<file path="src/rtl/sdr_mode_pkg.sv">
package sdr_mode_pkg;

  typedef enum logic [2:0] {
    MD_NORMAL    = 3'd0,
    MD_CKE_ON    = 3'd1,
    MD_PRECHARGE = 3'd2,
    MD_AUTOREF   = 3'd3,
    MD_LOADMODE  = 3'd4,
    MD_SELFREF   = 3'd5,
    MD_PWRDOWN   = 3'd6,
    MD_RESERVED  = 3'd7
  } mode_e;

  typedef enum logic [1:0] {
    LP_AWAKE = 2'd0,
    LP_SELF  = 2'd1,
    LP_DOWN  = 2'd2
  } lp_e;

  typedef struct packed {
    logic ras_n;
    logic cas_n;
    logic we_n;
  } pins_t;

  localparam pins_t PINS_NOP = 3'b111;
  localparam pins_t PINS_PRE = 3'b010;
  localparam pins_t PINS_REF = 3'b001;
  localparam pins_t PINS_LMR = 3'b000;

  function automatic pins_t mode_pins(mode_e m);
    case (m)
      MD_PRECHARGE:          return PINS_PRE;
      MD_AUTOREF, MD_SELFREF: return PINS_REF;
      MD_LOADMODE:           return PINS_LMR;
      default:               return PINS_NOP;
    endcase
  endfunction

  function automatic logic mode_selects(mode_e m);
    return (m == MD_PRECHARGE) || (m == MD_AUTOREF) ||
           (m == MD_LOADMODE)  || (m == MD_SELFREF);
  endfunction

endpackage

</file>
<file path="src/rtl/sdr_refresh_timer.sv">
module sdr_refresh_timer #(
  parameter int REF_PERIOD = 16
) (
  input  logic clk,
  input  logic rst_n,
  input  logic pd_any,
  input  logic idle,
  input  logic ack,
  output logic due
);
  localparam int CW = $clog2(REF_PERIOD + 1);
  localparam logic [CW-1:0] LAST = CW'(REF_PERIOD - 1);

  logic [CW-1:0] cnt_q;

  always_ff @(posedge clk) begin
    if (!rst_n)          cnt_q <= '0;
    else if (ack)        cnt_q <= '0;
    else if (!pd_any)    cnt_q <= '0;
    else if (cnt_q != LAST) cnt_q <= cnt_q + 1'b1;
  end

  assign due = pd_any && idle && (cnt_q == LAST);
endmodule

</file>
<file path="src/rtl/sdr_lp_track.sv">
module sdr_lp_track
  import sdr_mode_pkg::*;
#(
  parameter int NDEV = 2
) (
  input  logic            clk,
  input  logic            rst_n,
  input  logic [NDEV-1:0] set_sr,
  input  logic [NDEV-1:0] set_pd,
  input  logic [NDEV-1:0] clr,
  output logic [NDEV-1:0] sr_mask,
  output logic [NDEV-1:0] pd_mask
);
  for (genvar i = 0; i < NDEV; i++) begin : g_dev
    lp_e st_q;
    always_ff @(posedge clk) begin
      if (!rst_n)         st_q <= LP_AWAKE;
      else if (set_sr[i]) st_q <= LP_SELF;
      else if (set_pd[i]) st_q <= LP_DOWN;
      else if (clr[i])    st_q <= LP_AWAKE;
    end
    assign sr_mask[i] = (st_q == LP_SELF);
    assign pd_mask[i] = (st_q == LP_DOWN);
  end
endmodule

</file>
<file path="src/rtl/sdr_cmd_seq.sv">
module sdr_cmd_seq
  import sdr_mode_pkg::*;
#(
  parameter int NDEV = 2,
  parameter int HOLD = 3
) (
  input  logic            clk,
  input  logic            rst_n,
  input  logic            cmd_valid,
  input  logic [2:0]      cmd_mode,
  input  logic [NDEV-1:0] cmd_target,
  input  logic [NDEV-1:0] acc_req,
  input  logic [NDEV-1:0] sr_mask,
  input  logic [NDEV-1:0] pd_mask,
  input  logic            ref_due,
  output logic            idle,
  output logic            accept,
  output logic            wake,
  output logic            rf_start,
  output logic            rf_cmd_phase,
  output logic [NDEV-1:0] set_sr,
  output logic [NDEV-1:0] set_pd,
  output logic [NDEV-1:0] clr,
  output logic [NDEV-1:0] cs_n,
  output logic [NDEV-1:0] cke,
  output pins_t           pins,
  output logic            busy
);
  localparam int HW = $clog2(HOLD + 1);

  typedef enum logic [2:0] {S_IDLE, S_HOLD, S_RF_UP, S_RF_CMD, S_RF_DN} st_e;

  st_e             st_q;
  logic [HW-1:0]   cnt_q;
  logic [NDEV-1:0] cs_q, cke_q, rf_mask_q, wake_mask, cke_cmd;
  pins_t           pins_q;
  mode_e           m;

  assign m         = mode_e'(cmd_mode);
  assign idle      = (st_q == S_IDLE);
  assign rf_start  = idle && ref_due;
  assign accept    = idle && !ref_due && cmd_valid && (m != MD_RESERVED);
  assign wake_mask = acc_req & sr_mask;
  assign wake      = idle && !ref_due && !accept && (|wake_mask);
  assign rf_cmd_phase = (st_q == S_RF_CMD);

  always_comb begin
    cke_cmd = cke_q;
    case (m)
      MD_CKE_ON:              cke_cmd = cke_q | cmd_target;
      MD_SELFREF, MD_PWRDOWN: cke_cmd = cke_q & ~cmd_target;
      MD_NORMAL:              cke_cmd = cke_q | (cmd_target & (sr_mask | pd_mask));
      default:                cke_cmd = cke_q;
    endcase
  end

  always_comb begin
    set_sr = '0;
    set_pd = '0;
    clr    = '0;
    if (accept && m == MD_SELFREF) set_sr = cmd_target;
    if (accept && m == MD_PWRDOWN) set_pd = cmd_target;
    if (accept && m == MD_NORMAL)  clr    = cmd_target & (sr_mask | pd_mask);
    if (wake)                      clr    = wake_mask;
  end

  always_ff @(posedge clk) begin
    if (!rst_n) begin
      st_q      <= S_IDLE;
      cnt_q     <= '0;
      cs_q      <= '1;
      cke_q     <= '0;
      rf_mask_q <= '0;
      pins_q    <= PINS_NOP;
    end else begin
      case (st_q)
        S_IDLE: begin
          cs_q   <= '1;
          pins_q <= PINS_NOP;
          if (rf_start) begin
            st_q      <= S_RF_UP;
            rf_mask_q <= pd_mask;
            cke_q     <= cke_q | pd_mask;
          end else if (accept) begin
            st_q   <= S_HOLD;
            cnt_q  <= HW'(HOLD - 1);
            pins_q <= mode_pins(m);
            if (mode_selects(m)) cs_q <= ~cmd_target;
            cke_q  <= cke_cmd;
          end else if (wake) begin
            st_q  <= S_HOLD;
            cnt_q <= HW'(HOLD - 1);
            cke_q <= cke_q | wake_mask;
          end
        end
        S_HOLD: begin
          cs_q   <= '1;
          pins_q <= PINS_NOP;
          if (cnt_q == '0) st_q <= S_IDLE;
          else             cnt_q <= cnt_q - 1'b1;
        end
        S_RF_UP: begin
          cs_q   <= ~rf_mask_q;
          pins_q <= PINS_REF;
          st_q   <= S_RF_CMD;
        end
        S_RF_CMD: begin
          cs_q   <= '1;
          pins_q <= PINS_NOP;
          cke_q  <= cke_q & ~rf_mask_q;
          st_q   <= S_RF_DN;
        end
        default: st_q <= S_IDLE;
      endcase
    end
  end

  assign cs_n = cs_q;
  assign cke  = cke_q;
  assign pins = pins_q;
  assign busy = !idle;
endmodule

</file>
<file path="src/rtl/sdr_mode_ctrl.sv">
module sdr_mode_ctrl
  import sdr_mode_pkg::*;
#(
  parameter int NDEV       = 2,
  parameter int HOLD       = 3,
  parameter int REF_PERIOD = 16
) (
  input  logic            clk,
  input  logic            rst_n,
  input  logic            cmd_valid,
  input  logic [2:0]      cmd_mode,
  input  logic [NDEV-1:0] cmd_target,
  input  logic [NDEV-1:0] acc_req,
  output logic [NDEV-1:0] sd_cs_n,
  output logic [NDEV-1:0] sd_cke,
  output logic            sd_ras_n,
  output logic            sd_cas_n,
  output logic            sd_we_n,
  output logic            busy
);
  logic [NDEV-1:0] sr_mask, pd_mask, set_sr, set_pd, clr;
  logic idle, accept, wake, rf_start, rf_cmd_phase, ref_due;
  pins_t pins;

  sdr_lp_track #(.NDEV(NDEV)) u_track (
    .clk(clk), .rst_n(rst_n), .set_sr(set_sr), .set_pd(set_pd), .clr(clr),
    .sr_mask(sr_mask), .pd_mask(pd_mask)
  );

  sdr_refresh_timer #(.REF_PERIOD(REF_PERIOD)) u_timer (
    .clk(clk), .rst_n(rst_n), .pd_any(|pd_mask), .idle(idle),
    .ack(rf_start), .due(ref_due)
  );

  sdr_cmd_seq #(.NDEV(NDEV), .HOLD(HOLD)) u_seq (
    .clk(clk), .rst_n(rst_n), .cmd_valid(cmd_valid), .cmd_mode(cmd_mode),
    .cmd_target(cmd_target), .acc_req(acc_req), .sr_mask(sr_mask),
    .pd_mask(pd_mask), .ref_due(ref_due), .idle(idle), .accept(accept),
    .wake(wake), .rf_start(rf_start), .rf_cmd_phase(rf_cmd_phase),
    .set_sr(set_sr), .set_pd(set_pd), .clr(clr), .cs_n(sd_cs_n),
    .cke(sd_cke), .pins(pins), .busy(busy)
  );

  assign sd_ras_n = pins.ras_n;
  assign sd_cas_n = pins.cas_n;
  assign sd_we_n  = pins.we_n;
endmodule

</file>
<file path="config.mk">
export PLATFORM = sky130hd
export DESIGN_NAME = sdr_mode_ctrl
export DESIGN_NICKNAME = d
export VERILOG_FILES = /design/src/rtl/sdr_mode_pkg.sv /design/src/rtl/sdr_refresh_timer.sv /design/src/rtl/sdr_lp_track.sv /design/src/rtl/sdr_cmd_seq.sv /design/src/rtl/sdr_mode_ctrl.sv
export SDC_FILE = /design/constraint.sdc
export NUM_CORES = 1
export LEC_CHECK = 0
export BUFFER_PORTS_ARGS = -buffer_cell sky130_fd_sc_hd__buf_2
export CORE_MARGIN = 4
export CORE_UTILIZATION = 47
export CTS_BUF_LIST = sky130_fd_sc_hd__clkbuf_2
export DETAILED_ROUTE_END_ITERATION = 10
export GPL_ROUTABILITY_DRIVEN = 0
export PLACE_DENSITY = 0.66
export SLEW_MARGIN = 20
export SYNTH_ARGS = -nofsm -noshare
export SYNTH_HDL_FRONTEND = slang
export SYNTH_HIERARCHICAL = 1
export SYNTH_SLANG_ARGS = --single-unit
</file>
<file path="constraint.sdc">
create_clock -name clk -period 7.7 [get_ports clk]
set_clock_uncertainty 0.1 [all_clocks]
set_input_delay 1.54 -clock clk [delete_from_list [all_inputs] [get_ports clk]]
set_output_delay 1.54 -clock clk [all_outputs]
set_load 0.02 [all_outputs]
</file>
==> results.py, run 1 <==
metrics = {
    "cts": {
        "cts_setup_buffers": 0,
        "clock-root-buffer": "clkbuf_2",
        "cts_resized": 0,
        "numCtsBuffers": 3,
        "cts_hold_buf": 0,
        "clkLatencyLatePin_ns": 0.36,
        "clk_path_buf_depth": 2,
        "cts_tree": "done",
        "cts.htree.levels": 1,
        "clk_pin_slew_ns": 0.25,
        "cts.sinks": 23,
    },
    "floorplanning": {
        "initial_core_util": 0.493,
        "num_rows": 20,
        "die_y_microns": 64.6,
        "core_region_area_sq_um": 3050,
        "die_area_sq_um": 4180,
        "fp.dieW_microns": 64.6,
        "io_pins": 18,
    },
    "sta": {
        "fmax_mhz": 307,
        "maxSlewViolCount": 0,
        "hold_viol": 0,
        "worst_hold_slack_ns": 0.422,
        "finalSetupViolCount": 0,
        "final.period_utilization": 0.423,
        "slew_headroom": 0.616,
        "finalSetupTns_ns": 0,
        "worstMarginPinSlew_ns": 0.572,
        "fin_crit_ns": 3.26,
        "rsz0062_at_grt": "no",
    },
    "pwr": {
        "p_leak_nw": 0.709,
        "power.density_nw_per_um2": 143,
        "power.total_w": 0.000230,
        "ir_drop_mv": 0.0621,
    },
    "routing": {
        "drc": 0,
        "drtAntennaViolNets": 0,
        "finalWirelength_microns": 3330,
        "drtPass1Iterations": 5,
        "viasPerCell": 5.67,
        "vias": 1339,
        "wl_per_cell_microns": 14.1,
        "drt_iter0_drc": 61,
    },
    "cells_and_area": {
        "final_nets": 206,
        "design_area_sq_um": 1600,
        "area_delta_synth_final_pct": 6.48,
        "drive_gt1_frac": 0.177,
        "finish.utilization": 0.525,
        "fillers": 296,
        "antenna_cells": 0,
    },
    "global_route": {
        "grt_pass1_vias": 1295,
        "grt_start_max_net_pins": 20,
        "antenna_found_initial": 0,
        "grt_first_pass_wirelength_microns": 5920,
        "grt.total_usage": 0.178,
        "grt_remaining_overflow": 0,
    },
    "placement": {
        "postPlaceCellArea_sq_um": 1580,
        "portBuffers": 17,
        "dp_hpwl_microns": 2620,
    },
    "worst_setup_path": {
        "start_kind": "flop",
        "worstSetupPathType": "reg2out",
        "arrival_ns": 1.62,
        "path_max_fanout": 9,
        "timing.critical_path.cells": "or2_1 > nor2_8 > inv_2 > buf_2",
        "slowest_stage": "dfxtp_1",
        "rr_startpoint": "u_timer/cnt_q[0]",
        "cpPeakStageDelay_ns": 0.53,
        "cp.required_ns": 6.06,
        "end_kind": "output port",
        "setup.worst_path.start": "u_seq/st_q[2]",
    },
    "flow_run": {
        "maxCapViolCount": 0,
    },
    "synthesis": {
        "syn_inst": 181,
        "synth_area_sq_um": 1510,
        "synth_nets": 194,
        "yosys_warnings": 6,
        "synth_area_per_cell_sq_um": 8.32,
    },
    "worst_hold_path": {
        "hold_class": "reg2reg",
        "hold_start": "u_seq/pins[1]",
    },
    "status": {
        "outcome": "finished, final reports clean",
    },
}
registers in the layout (all words and copies together), names as in the netlist:
| signal | flops |
|---|---|
| u_seq/cke | 2 |
| u_seq/cnt_q | 2 |
| u_seq/cs_n | 2 |
| u_seq/pins | 3 |
| u_seq/rf_mask_q | 2 |
| u_seq/st_q | 3 |
| u_timer/cnt_q | 5 |
| u_track/g_dev.st_q | 4 |
power breakdown:
part / internal, W / switching [W]
clock network: 0.0000118 / 0.0000403
logic: 0.0000198 / 0.0000302
registers: 0.000123 / 0.00000416
total: 0.000155 / 0.0000747
worst max-delay path, delay by kind of cell, from the launching register on:
kind | cells | cell delay [ns]
buffers and inverters | 2 | 0.30
AND/OR/NAND/NOR | 2 | 0.43
flip-flops | 1 | 0.53
area by class of cell:
type | count | area (sq um) | share of cell area
sequential | 23 | 460 | 0.287
clock inverter | 1 | 5.00 | 0.00312
multi-input combinational | 136 | 933 | 0.582
timing repair buffer | 17 | 85.1 | 0.0530
clock buffer | 3 | 15.0 | 0.00936
tap | 44 | 55.1 | 0.0343
inverter | 12 | 50.0 | 0.0312
placed cells by master, fill, tap and decap left out, types with 3 or more instances in the layout:
cell      count
nand3_1       7
nor2_1       14
o211a_1       3
dfxtp_1      23
nand2_1      15
nand2b_1      3
clkbuf_2      3
o21a_1        5
o22ai_1       4
mux2i_1       3
ha_1          3
nor3_1        7
o21ai_0       4
a21oi_1      14
xor2_1        3
nor2b_1      10
buf_2        17
inv_1        10
layer usage:
| layer | global-route usage | part of all wire | wire length [microns] |
|---|---|---|---|
| met4 | 0.0712 | 0.013 | 42 |
| met2 | 0.299 | 0.47 | 1560 |
| met1 | 0.226 | 0.46 | 1550 |
| met5 | 0 | 0 | 0 |
| met3 | 0.0295 | 0.053 | 178 |
final timing paths:
check,to,slack [ns],cells past startpoint
setup / recovery,busy,4.44,4
hold reg to reg,u_seq/pins[1],0.42,2
hold / removal,u_seq/pins[1],0.42,2
setup reg to reg,u_seq/cke[0],4.86,8
per-stage QoR:
stage | instances | setup WS [ns]
after detailed placement | 232 | 4.47
final | 236 | 4.44
after global placement | 232 | 4.54
after CTS | 236 | 4.41
after global routing | 236 | 4.30
after floorplan | 181 | 4.69
Note: power is estimated with default switching activity, not from simulation.
==> inputs of run 2 (changes only) <==
Clock period 7.7 ns to 3.3 ns, I/O delays scaled along.
==> results.py, run 2 (same netlist as run 1, synthesis figures left out) <==
metrics = {
    "cts": {
        "numCtsBuffers": 3,
        "cts_tree": "done",
        "cts_setup_buffers": 0,
        "cts.sinks": 23,
        "cts_hold_buf": 0,
        "clkLatencyLatePin_ns": 0.33,
        "clk_pin_slew_ns": 0.23,
        "clock-root-buffer": "clkbuf_2",
        "clk_path_buf_depth": 2,
        "cts.htree.levels": 1,
        "cts_resized": 0,
    },
    "routing": {
        "viasPerCell": 5.68,
        "vias": 1347,
        "wl_per_cell_microns": 14.2,
        "finalWirelength_microns": 3380,
        "drtAntennaViolNets": 0,
        "drc": 0,
        "drt_iter0_drc": 106,
        "drtPass1Iterations": 4,
    },
    "global_route": {
        "antenna_found_initial": 0,
        "grt_remaining_overflow": 0,
        "grt_start_max_net_pins": 20,
        "grt_first_pass_wirelength_microns": 5790,
        "grt_pass1_vias": 1274,
        "grt.total_usage": 0.174,
    },
    "sta": {
        "hold_viol": 0,
        "finalSetupTns_ns": 0,
        "worstMarginPinSlew_ns": 0.621,
        "rsz0062_at_grt": "no",
        "fin_crit_ns": 2.72,
        "maxSlewViolCount": 0,
        "final.period_utilization": 0.824,
        "slew_headroom": 0.583,
        "fmax_mhz": 368,
        "finalSetupViolCount": 0,
    },
    "cells_and_area": {
        "largest_reg_flops": 5,
        "multi_input_area_sq_um": 933,
        "stdcell_count": 237,
        "final_common_cell": "dfxtp_1",
        "fillers": 300,
        "design_area_sq_um": 1610,
        "top_regs": "u_timer/cnt_q (5), u_track/g_dev.st_q (4)",
        "antenna_cells": 0,
        "drive_gt1_frac": 0.181,
        "final_nets": 207,
        "largest-register": "u_timer/cnt_q",
        "regArea_sq_um": 460,
        "area_delta_synth_final_pct": 6.98,
        "final_cell_mix": "dfxtp_1, buf_2, nand2_1, a21oi_1, nor2_1",
    },
    "worst_setup_path": {
        "reg2regPathDepth": 8,
        "arrival_ns": 2.89,
        "end_kind": "flop",
        "start_kind": "flop",
        "cp.required_ns": 3.47,
        "reg2reg_slack_ns": 0.58,
        "path_max_fanout": 7,
        "r2r_end": "u_seq/cke[0]",
        "rr_startpoint": "u_timer/cnt_q[0]",
        "worstSetupPathType": "reg2reg",
    },
    "worst_hold_path": {
        "hold_path_depth": 2,
        "whs_endpoint": "u_seq/cs_n[0]",
        "hold_start": "u_seq/cs_n[0]",
        "hold_class": "reg2reg",
    },
    "floorplanning": {
        "io_pins": 18,
        "initial_core_util": 0.493,
        "die_area_sq_um": 4180,
        "die_y_microns": 64.6,
        "core_region_area_sq_um": 3050,
        "num_rows": 20,
        "fp.dieW_microns": 64.6,
    },
    "flow_run": {
        "maxCapViolCount": 0,
    },
    "placement": {
        "portBuffers": 17,
        "postPlaceCellArea_sq_um": 1590,
        "dp.cells": 233,
        "dp_hpwl_microns": 2630,
    },
    "pwr": {
        "power.total_w": 0.000531,
        "p_leak_nw": 0.714,
        "ir_drop_mv": 0.141,
        "power.density_nw_per_um2": 330,
    },
    "status": {
        "outcome": "finished, final reports clean",
    },
}
run 2: cell types whose count changed in the layout (fill, tap and decap cells not counted), sizes merged:
cell / change
buf: +1
run 2: how the worst max path moves through the flow:
stage                     cells past startpoint  slack, ns      endpoint             start
after floorplan                              10       0.88  u_seq/cke[0]  u_timer/cnt_q[0]
after global placement                        8       0.74  u_seq/cke[0]  u_timer/cnt_q[0]
after detailed placement                      8       0.62  u_seq/cke[0]  u_timer/cnt_q[0]
after CTS                                     8       0.60  u_seq/cke[0]  u_timer/cnt_q[0]
after global routing                          8       0.42  u_seq/cke[0]  u_timer/cnt_q[0]
final                                         8       0.58  u_seq/cke[0]  u_timer/cnt_q[0]
run 2: worst max-delay path, cell delays in order, from the launching register on:
cell and delay [ns]:
dfxtp_1 0.46, ha_1 0.20, and3_1 0.16, ha_1 0.30
and3_1 0.38, nor2b_1 0.28, nand2b_1 0.23, o311a_1 0.35
a31o_1 0.21
run 2: final cells by class:
type | instances | share of cell area
well taps | 44 | 0.0342
repair buffers | 18 | 0.0575
clock buffers | 3 | 0.00932
inverters | 12 | 0.0311
multi-input cells | 136 | 0.579
clock inverters | 1 | 0.00311
flip-flops and latches | 23 | 0.286
run 2: power breakdown:
group | leakage (nW) | switching, W | total, W | internal [W]
clock network | 0.0164 | 0.0000867 | 0.000114 | 0.0000275
registers | 0.187 | 0.0000103 | 0.000298 | 0.000288
logic | 0.511 | 0.0000728 | 0.000119 | 0.0000466
run 2: per-layer routing:
metal  global-route usage  wire length [microns]
met5                    0                      0
met3               0.0329                    271
met1                0.235                   1530
met4               0.0580                     24
met2                0.277                   1550
run 2: metrics by stage:
stage          hold WS (ns)  setup WS [ns]   util
3_3_place_gp          0.361          0.739  0.521
6_report              0.411          0.582  0.528
4_1_cts               0.415          0.598  0.528
3_5_place_dp          0.369          0.619  0.521
2_1_floorplan         0.359          0.878      -
5_1_grt               0.436          0.423  0.528
